`src/rtl/nand_strobe_pkg.sv`:
```
package nand_strobe_pkg;

  typedef enum logic [2:0] {
    PH_IDLE,
    PH_SETUP,
    PH_STROBE,
    PH_HOLD,
    PH_WAIT
  } phase_e;

  typedef enum logic [1:0] {
    KIND_DATA = 2'd0,
    KIND_CMD  = 2'd1,
    KIND_ADDR = 2'd2,
    KIND_DAT2 = 2'd3
  } kind_e;

  // field slots within one direction; write slots are offset by FLD_PER_DIR
  localparam int unsigned FLD_SETUP   = 0;
  localparam int unsigned FLD_HOLD    = 1;
  localparam int unsigned FLD_WIDTH   = 2;
  localparam int unsigned FLD_WAIT    = 3;
  localparam int unsigned FLD_PER_DIR = 4;
  localparam int unsigned FLD_NUM     = 2 * FLD_PER_DIR;

endpackage

```
`src/rtl/nand_tim_regs.sv`:
```
module nand_tim_regs #(
  parameter int unsigned FIELD_W = 4,
  localparam int unsigned TIM_W = nand_strobe_pkg::FLD_NUM * FIELD_W
) (
  input  logic             clk_i,
  input  logic             rst_ni,
  input  logic             soft_rst_i,
  input  logic             tim_wr_i,
  input  logic [TIM_W-1:0] tim_data_i,
  input  logic             cfg_wr_i,
  input  logic             cfg_ce_force_i,
  output logic [TIM_W-1:0] tim_o,
  output logic             ce_force_o
);

  logic [TIM_W-1:0] tim_q;
  logic             ce_q;

  always_ff @(posedge clk_i or negedge rst_ni) begin
    if (!rst_ni) begin
      tim_q <= '0;
      ce_q  <= 1'b0;
    end else if (soft_rst_i) begin
      tim_q <= '0;
      ce_q  <= 1'b0;
    end else begin
      if (tim_wr_i) tim_q <= tim_data_i;
      if (cfg_wr_i) ce_q  <= cfg_ce_force_i;
    end
  end

  assign tim_o      = tim_q;
  assign ce_force_o = ce_q;

endmodule

```
`src/rtl/nand_field_sel.sv`:
```
module nand_field_sel #(
  parameter int unsigned FIELD_W = 4,
  localparam int unsigned TIM_W = nand_strobe_pkg::FLD_NUM * FIELD_W
) (
  input  logic [TIM_W-1:0]   tim_i,
  input  logic               wr_i,
  output logic [FIELD_W-1:0] setup_o,
  output logic [FIELD_W-1:0] width_o,
  output logic [FIELD_W-1:0] hold_o,
  output logic [FIELD_W-1:0] wait_o
);
  import nand_strobe_pkg::*;

  logic [FIELD_W-1:0] fld [FLD_NUM];

  for (genvar g = 0; g < FLD_NUM; g++) begin : g_fld
    assign fld[g] = tim_i[g*FIELD_W +: FIELD_W];
  end

  // write fields occupy the upper half, so the direction is the slot msb
  assign setup_o = fld[{wr_i, 2'(FLD_SETUP)}];
  assign width_o = fld[{wr_i, 2'(FLD_WIDTH)}];
  assign hold_o  = fld[{wr_i, 2'(FLD_HOLD)}];
  assign wait_o  = fld[{wr_i, 2'(FLD_WAIT)}];

endmodule

```
`src/rtl/nand_rb_sync.sv`:
```
module nand_rb_sync #(
  parameter int unsigned SYNC_STAGES = 2
) (
  input  logic clk_i,
  input  logic rst_ni,
  input  logic rb_i,
  input  logic sample_en_i,
  output logic rdy_o
);

  logic [SYNC_STAGES-1:0] sync_q;
  logic                   rdy_q;

  always_ff @(posedge clk_i or negedge rst_ni) begin
    if (!rst_ni) begin
      sync_q <= '0;
      rdy_q  <= 1'b0;
    end else begin
      sync_q <= {sync_q[SYNC_STAGES-2:0], rb_i};
      if (sample_en_i) rdy_q <= sync_q[SYNC_STAGES-1];
    end
  end

  assign rdy_o = rdy_q;

endmodule

```
`src/rtl/nand_phase_fsm.sv`:
```
module nand_phase_fsm #(
  parameter int unsigned FIELD_W = 4,
  parameter int unsigned DATA_W  = 8,
  localparam int unsigned CNT_W  = FIELD_W + 1
) (
  input  logic                     clk_i,
  input  logic                     rst_ni,
  input  logic                     soft_rst_i,
  input  logic                     req_i,
  input  logic                     req_wr_i,
  input  logic [1:0]               req_kind_i,
  input  logic [DATA_W-1:0]        req_wdata_i,
  input  logic [FIELD_W-1:0]       setup_i,
  input  logic [FIELD_W-1:0]       width_i,
  input  logic [FIELD_W-1:0]       hold_i,
  input  logic [FIELD_W-1:0]       wait_i,
  input  logic [DATA_W-1:0]        dq_i,
  output nand_strobe_pkg::phase_e  phase_o,
  output logic                     wr_o,
  output nand_strobe_pkg::kind_e   kind_o,
  output logic [DATA_W-1:0]        wdata_o,
  output logic                     ack_o,
  output logic [DATA_W-1:0]        rdata_o
);
  import nand_strobe_pkg::*;

  phase_e             phase_q;
  kind_e              kind_q;
  logic               wr_q;
  logic               ack_q;
  logic [CNT_W-1:0]   cnt_q;
  logic [FIELD_W-1:0] width_q, hold_q, wait_q;
  logic [DATA_W-1:0]  wdata_q, rdata_q;
  logic               cnt_done;

  assign cnt_done = (cnt_q == '0);

  always_ff @(posedge clk_i or negedge rst_ni) begin
    if (!rst_ni) begin
      phase_q <= PH_IDLE;
      kind_q  <= KIND_DATA;
      wr_q    <= 1'b0;
      ack_q   <= 1'b0;
      cnt_q   <= '0;
      width_q <= '0;
      hold_q  <= '0;
      wait_q  <= '0;
      wdata_q <= '0;
      rdata_q <= '0;
    end else if (soft_rst_i) begin
      phase_q <= PH_IDLE;
      ack_q   <= 1'b0;
      cnt_q   <= '0;
    end else begin
      ack_q <= 1'b0;
      unique case (phase_q)
        PH_IDLE: begin
          // ack gating keeps a still-held request from restarting
          if (req_i && !ack_q) begin
            phase_q <= PH_SETUP;
            cnt_q   <= CNT_W'(setup_i);
            width_q <= width_i;
            hold_q  <= hold_i;
            wait_q  <= wait_i;
            wr_q    <= req_wr_i;
            kind_q  <= kind_e'(req_kind_i);
            wdata_q <= req_wdata_i;
          end
        end
        PH_SETUP: begin
          if (cnt_done) begin
            phase_q <= PH_STROBE;
            cnt_q   <= CNT_W'(width_q);
          end else begin
            cnt_q <= cnt_q - 1'b1;
          end
        end
        PH_STROBE: begin
          if (cnt_done) begin
            phase_q <= PH_HOLD;
            cnt_q   <= CNT_W'(hold_q);
            if (!wr_q) rdata_q <= dq_i;
          end else begin
            cnt_q <= cnt_q - 1'b1;
          end
        end
        PH_HOLD: begin
          if (cnt_done) begin
            ack_q <= 1'b1;
            if (wait_q == '0) begin
              phase_q <= PH_IDLE;
            end else begin
              phase_q <= PH_WAIT;
              cnt_q   <= {wait_q, 1'b0} - CNT_W'(1);
            end
          end else begin
            cnt_q <= cnt_q - 1'b1;
          end
        end
        PH_WAIT: begin
          if (cnt_done) phase_q <= PH_IDLE;
          else          cnt_q   <= cnt_q - 1'b1;
        end
        default: phase_q <= PH_IDLE;
      endcase
    end
  end

  assign phase_o = phase_q;
  assign wr_o    = wr_q;
  assign kind_o  = kind_q;
  assign wdata_o = wdata_q;
  assign ack_o   = ack_q;
  assign rdata_o = rdata_q;

endmodule

```
`src/rtl/nand_strobe_gen.sv`:
```
module nand_strobe_gen #(
  parameter int unsigned FIELD_W     = 4,
  parameter int unsigned DATA_W      = 8,
  parameter int unsigned SYNC_STAGES = 2,
  localparam int unsigned TIM_W = nand_strobe_pkg::FLD_NUM * FIELD_W
) (
  input  logic              clk_i,
  input  logic              rst_ni,
  input  logic              soft_rst_i,
  input  logic              cfg_wr_i,
  input  logic              cfg_ce_force_i,
  input  logic              tim_wr_i,
  input  logic [TIM_W-1:0]  tim_data_i,
  input  logic              req_i,
  input  logic              req_wr_i,
  input  logic [1:0]        req_kind_i,
  input  logic [DATA_W-1:0] req_wdata_i,
  output logic              ack_o,
  output logic [DATA_W-1:0] rdata_o,
  output logic              rdy_o,
  output logic              nand_ce_no,
  output logic              nand_cle_o,
  output logic              nand_ale_o,
  output logic              nand_we_no,
  output logic              nand_re_no,
  output logic [DATA_W-1:0] nand_dq_o,
  output logic              nand_dq_oe_o,
  input  logic [DATA_W-1:0] nand_dq_i,
  input  logic              nand_rb_i
);
  import nand_strobe_pkg::*;

  logic [TIM_W-1:0]   tim;
  logic               ce_force;
  logic [FIELD_W-1:0] f_setup, f_width, f_hold, f_wait;
  phase_e             phase;
  kind_e              kind;
  logic               cyc_wr;
  logic [DATA_W-1:0]  cyc_wdata;
  logic               active, strobe;

  nand_tim_regs #(.FIELD_W(FIELD_W)) i_regs (
    .clk_i          (clk_i),
    .rst_ni         (rst_ni),
    .soft_rst_i     (soft_rst_i),
    .tim_wr_i       (tim_wr_i),
    .tim_data_i     (tim_data_i),
    .cfg_wr_i       (cfg_wr_i),
    .cfg_ce_force_i (cfg_ce_force_i),
    .tim_o          (tim),
    .ce_force_o     (ce_force)
  );

  nand_field_sel #(.FIELD_W(FIELD_W)) i_sel (
    .tim_i   (tim),
    .wr_i    (req_wr_i),
    .setup_o (f_setup),
    .width_o (f_width),
    .hold_o  (f_hold),
    .wait_o  (f_wait)
  );

  nand_phase_fsm #(.FIELD_W(FIELD_W), .DATA_W(DATA_W)) i_fsm (
    .clk_i       (clk_i),
    .rst_ni      (rst_ni),
    .soft_rst_i  (soft_rst_i),
    .req_i       (req_i),
    .req_wr_i    (req_wr_i),
    .req_kind_i  (req_kind_i),
    .req_wdata_i (req_wdata_i),
    .setup_i     (f_setup),
    .width_i     (f_width),
    .hold_i      (f_hold),
    .wait_i      (f_wait),
    .dq_i        (nand_dq_i),
    .phase_o     (phase),
    .wr_o        (cyc_wr),
    .kind_o      (kind),
    .wdata_o     (cyc_wdata),
    .ack_o       (ack_o),
    .rdata_o     (rdata_o)
  );

  nand_rb_sync #(.SYNC_STAGES(SYNC_STAGES)) i_rb (
    .clk_i       (clk_i),
    .rst_ni      (rst_ni),
    .rb_i        (nand_rb_i),
    .sample_en_i (phase == PH_IDLE),
    .rdy_o       (rdy_o)
  );

  assign active = (phase == PH_SETUP) || (phase == PH_STROBE) || (phase == PH_HOLD);
  assign strobe = (phase == PH_STROBE);

  assign nand_ce_no   = !(ce_force || active);
  assign nand_cle_o   = active && (kind == KIND_CMD);
  assign nand_ale_o   = active && (kind == KIND_ADDR);
  assign nand_we_no   = !(strobe && cyc_wr);
  assign nand_re_no   = !(strobe && !cyc_wr);
  assign nand_dq_o    = cyc_wdata;
  assign nand_dq_oe_o = active && cyc_wr;

endmodule

```
`config.mk`:
```
export PLATFORM = sky130hd
export DESIGN_NAME = nand_strobe_gen
export DESIGN_NICKNAME = d
export VERILOG_FILES = /design/src/rtl/nand_strobe_pkg.sv /design/src/rtl/nand_tim_regs.sv /design/src/rtl/nand_field_sel.sv /design/src/rtl/nand_rb_sync.sv /design/src/rtl/nand_phase_fsm.sv /design/src/rtl/nand_strobe_gen.sv
export SDC_FILE = /design/constraint.sdc
export NUM_CORES = 1
export LEC_CHECK = 0
export ABC_AREA = 0
export BUFFER_PORTS_ARGS = -buffer_cell sky130_fd_sc_hd__buf_4
export CAP_MARGIN = 20
export CORE_AREA = 2 2 85 87
export DETAILED_ROUTE_END_ITERATION = 8
export DIE_AREA = 0 0 87 89
export HOLD_SLACK_MARGIN = 0.12
export PLACE_DENSITY_LB_ADDON = 0.3
export SYNTH_ARGS = -nofsm -noshare
export SYNTH_HDL_FRONTEND = slang
export SYNTH_SLANG_ARGS = --single-unit
export TNS_END_PERCENT = 5
```
`constraint.sdc`:
```
create_clock -name clk_i -period 2.6 [get_ports clk_i]
set_clock_uncertainty 0.1 [all_clocks]
set_input_delay 0.13 -clock clk_i [delete_from_list [all_inputs] [get_ports clk_i]]
set_output_delay 0.13 -clock clk_i [all_outputs]
set_load 0.05 [all_outputs]
```
==> results by group <==
Run status
  • Status: finished, final reports clean

Setup path
  • Critical setup path kind: reg2reg
  • Crit. Startpoint: i_fsm.cnt_q[0]
  • Crit path max fanout: 8
  • Crit Reg-Reg Startpoint: i_fsm.cnt_q[0]
  • CP arrival: 2490 ps
  • Type of origin of the critical path: flip-flop
  • Worst setup EP type: flip-flop
  • Critical Path RT: 2750 ps

STA
  • Fin. max-slew vios: 0
  • Final setup viols: 0
  • Setup tns final: 0 ps
  • RSZ-0062 raised after global routing: no
  • Min Tclk post-route: 2349 ps
  • Worst Tran Pin Value: 947.2 ps
  • Final period util: 90.36%
  • Worst hold slack: 186.2 ps
  • Fmax achieved: 425.7 MHz
  • Final hold violations: 0
  • Worst slew margin: 36.85%

CTS
  • CTS Buf Count: 9
  • Clock transition at path regs: 80 ps
  • Htree depth: 3
  • Post-CTS Setup Bufs: 0
  • Clk sink count: 76
  • CTS tree: done
  • CTS Buffer Depth: 2
  • Root buffer cell: clkbuf_8
  • Clk Latency, worst-skew pair: 360 ps

Route
  • 1st-pass router iterations: 5
  • Via density: 5.348
  • Number of DRC markers in iteration 0: 158
  • Total Wirelength: 9.360 mm
  • Routed length on met1: 3.705 mm
  • Met2 WL: 4.999 mm
  • Vias: 3059
  • Met3 Routed Length: 423 um
  • Post-route ant nets: 0
  • DR top layer: met4
  • Wire per inst: 16.36 um
  • Residual DRC: 0

Layout
  • Fin cells: 572
  • Layout Utilization: 79.66%
  • Final #Nets: 548
  • Layout cells sized above 1: 27.24%
  • # diodes: 0
  • # fillers: 402
  • Area Overhead vs Synth: 49.68%

Synthesis
  • Post-Syn Nets: 382
  • Largest area contributor in the synthesized netlist: dfrtp_1
  • Ys Warns: 0
  • Most frequent cells after synthesis: 76 x dfrtp_1, 50 x mux2i_1, 49 x nor2_1
  • Number of synthesized flops with an enable pin: 0
  • Syn Area/Cell: 11.14 um2
  • Top-count cell post-synth: dfrtp_1
  • Area contributors post-synth: dfrtp_1 53%, mux2i_1 14%, mux2_2 7.2%
  • Synth cell types: 46
  • Flops & latches, synth: 76
  • Seq/Total Area, Yosys: 53.18%
  • Synth async-reset ratio: 100.0%
  • Post-synth top flop: dfrtp_1
  • Syn Inst Count: 321
  • Netlist Area Pre-Place: 0.003576 mm2
  • Synth top area share: 53.18%

Pwr
  • Combinational power share: 44.8%
  • Internal: 2.980 mW
  • Overall power: 4.968 mW
  • Static Leak: 2.625 nW
  • Register share of total power: 33.7%
  • Switching Share: 40.00%
  • PD cells: 928.1 mW/mm2
  • VDD IR max: 0.0003741 V
  • Clock share of power: 21.5%
  • P_sw: 1.987 mW

GRT
  • Gr ovfl total: 0
  • First-pass GRT wire length: 14.85 mm
  • GRT Util Overall: 25.37%
  • Vias in the first global route: 3093
  • Initial antenna violation count: 0
  • Largest net degree at the start of global routing: 77

Floorplan
  • Die Span Y: 89 um
  • Die width: 87 um
  • IO Count: 83
  • Initial Util: 53.22%
  • Core Area: 0.006719 mm2
  • # rows: 30
  • Die Area: 0.007743 mm2

Run
  • MaxCap Viol Count: 0

Placed design
  • Detailed Place HPWL: 5.137 mm
  • Inst Count DP: 470
  • Gpl congestion: 0.9396
  • PortBufs: 82

Worst hold path
  • Hold Path Class: in2reg
  • Hold Startpoint: req_wr_i
worst max-delay path: stages, from the launching register on:
cell and delay [ps]:
dfrtp_1 400, inv_1 90, ha_1 230, or4b_1 610
nor4_4 260, buf_4 210, mux2_2 340
cell type report:
class	count	area, um2	share of cell area, %
flip-flops and latches	76	1902	35.53
multi-input cells	218	1559	29.13
repair buffers	175	1529	28.56
clock buffers	13	168.9	3.156
well taps	80	100.1	1.870
clock inverters	3	67.56	1.262
inverters	7	26.28	0.4909
registers in the layout (all words and copies together), names as in the netlist:
signal,count
i_rb.rdy_o,1
i_fsm.width_q,4
i_rb.sync_q,2
i_fsm.phase_o,3
i_fsm.hold_q,4
i_fsm.wait_q,4
i_regs.ce_force_o,1
i_fsm.cnt_q,5
i_regs.tim_o,32
i_fsm.wr_o,1
i_fsm.wdata_o,8
i_fsm.rdata_o,8
i_fsm.kind_o,2
i_fsm.ack_o,1
metal layers:
layer / GRT usage, % / vias up
met5: 0 / -
met4: 12.93 / 0
met3: 3.786 / 22
met2: 43.86 / 110
met1: 31.02 / 1470
li1: - / 1457
power groups by stage:
| stage | Sequential, mW | Combinational, mW | Clock [mW] |
|---|---|---|---|
| after floorplan | 2.08 | 1.08 | 0 |
| after global placement | 1.67 | 2.04 | 0 |
| after detailed placement | 1.68 | 2.08 | 0 |
| after CTS | 1.66 | 2.19 | 1.07 |
| after global routing | 1.71 | 2.38 | 1.13 |
| final | 1.67 | 2.23 | 1.07 |
per-stage QoR:
| step | worst slack [ps] | area [um2] |
|---|---|---|
| 2_1_floorplan | 79.04 | 3576 |
| 3_3_place_gp | 359.8 | 4250 |
| 3_5_place_dp | 286.2 | 4250 |
| 4_1_cts | 198.8 | 5348 |
| 5_1_grt | 135.4 | 5353 |
| 6_report | 250.7 | 5353 |
placed cells by master, fill, tap and decap left out, drive strengths merged, types with 3 or more instances in the layout:
cell type,n
buf,89
dlygate4sd3,86
dfrtp,76
mux2i,50
nor2,49
mux2,23
nand2,21
o21ai,19
clkbuf,13
a21oi,8
inv,7
nor3,3
xor2,3
nor2b,3
xnor2,3
nor4b,3
final timing paths:
check,to,slack (ps),cells after the start
max,i_fsm.rdata_o[5],250,6
min,i_fsm.wait_q[2],190,3
max reg2reg,i_fsm.rdata_o[5],250,6
min reg2reg,i_rb.sync_q[1],250,0
max in group asynchronous,i_regs.tim_o[15],1430,2
min in group asynchronous,i_rb.sync_q[1],350,2
logic make-up (layout without fill, tap and decap cells):
kind of cell    Yosys count  count (layout)  synth area share [%]
simple gates             94              94                 12.49
flops                    76              76                 53.18
mux                      73              73                 21.24
compound gates           43              43                 7.558
buf+inv                  27             198                 3.359
xor+xnor                  6               6                 1.470
fa+ha+maj                 2               2                0.6997
what timing repair did:
item,4_1_cts,5_1_grt
hold endpoints to repair,129,0
hold buffers,86,0
resized for setup,0,1
setup endpoints to repair,0,1
No activity file was read; power rests on OpenSTA's default activity.
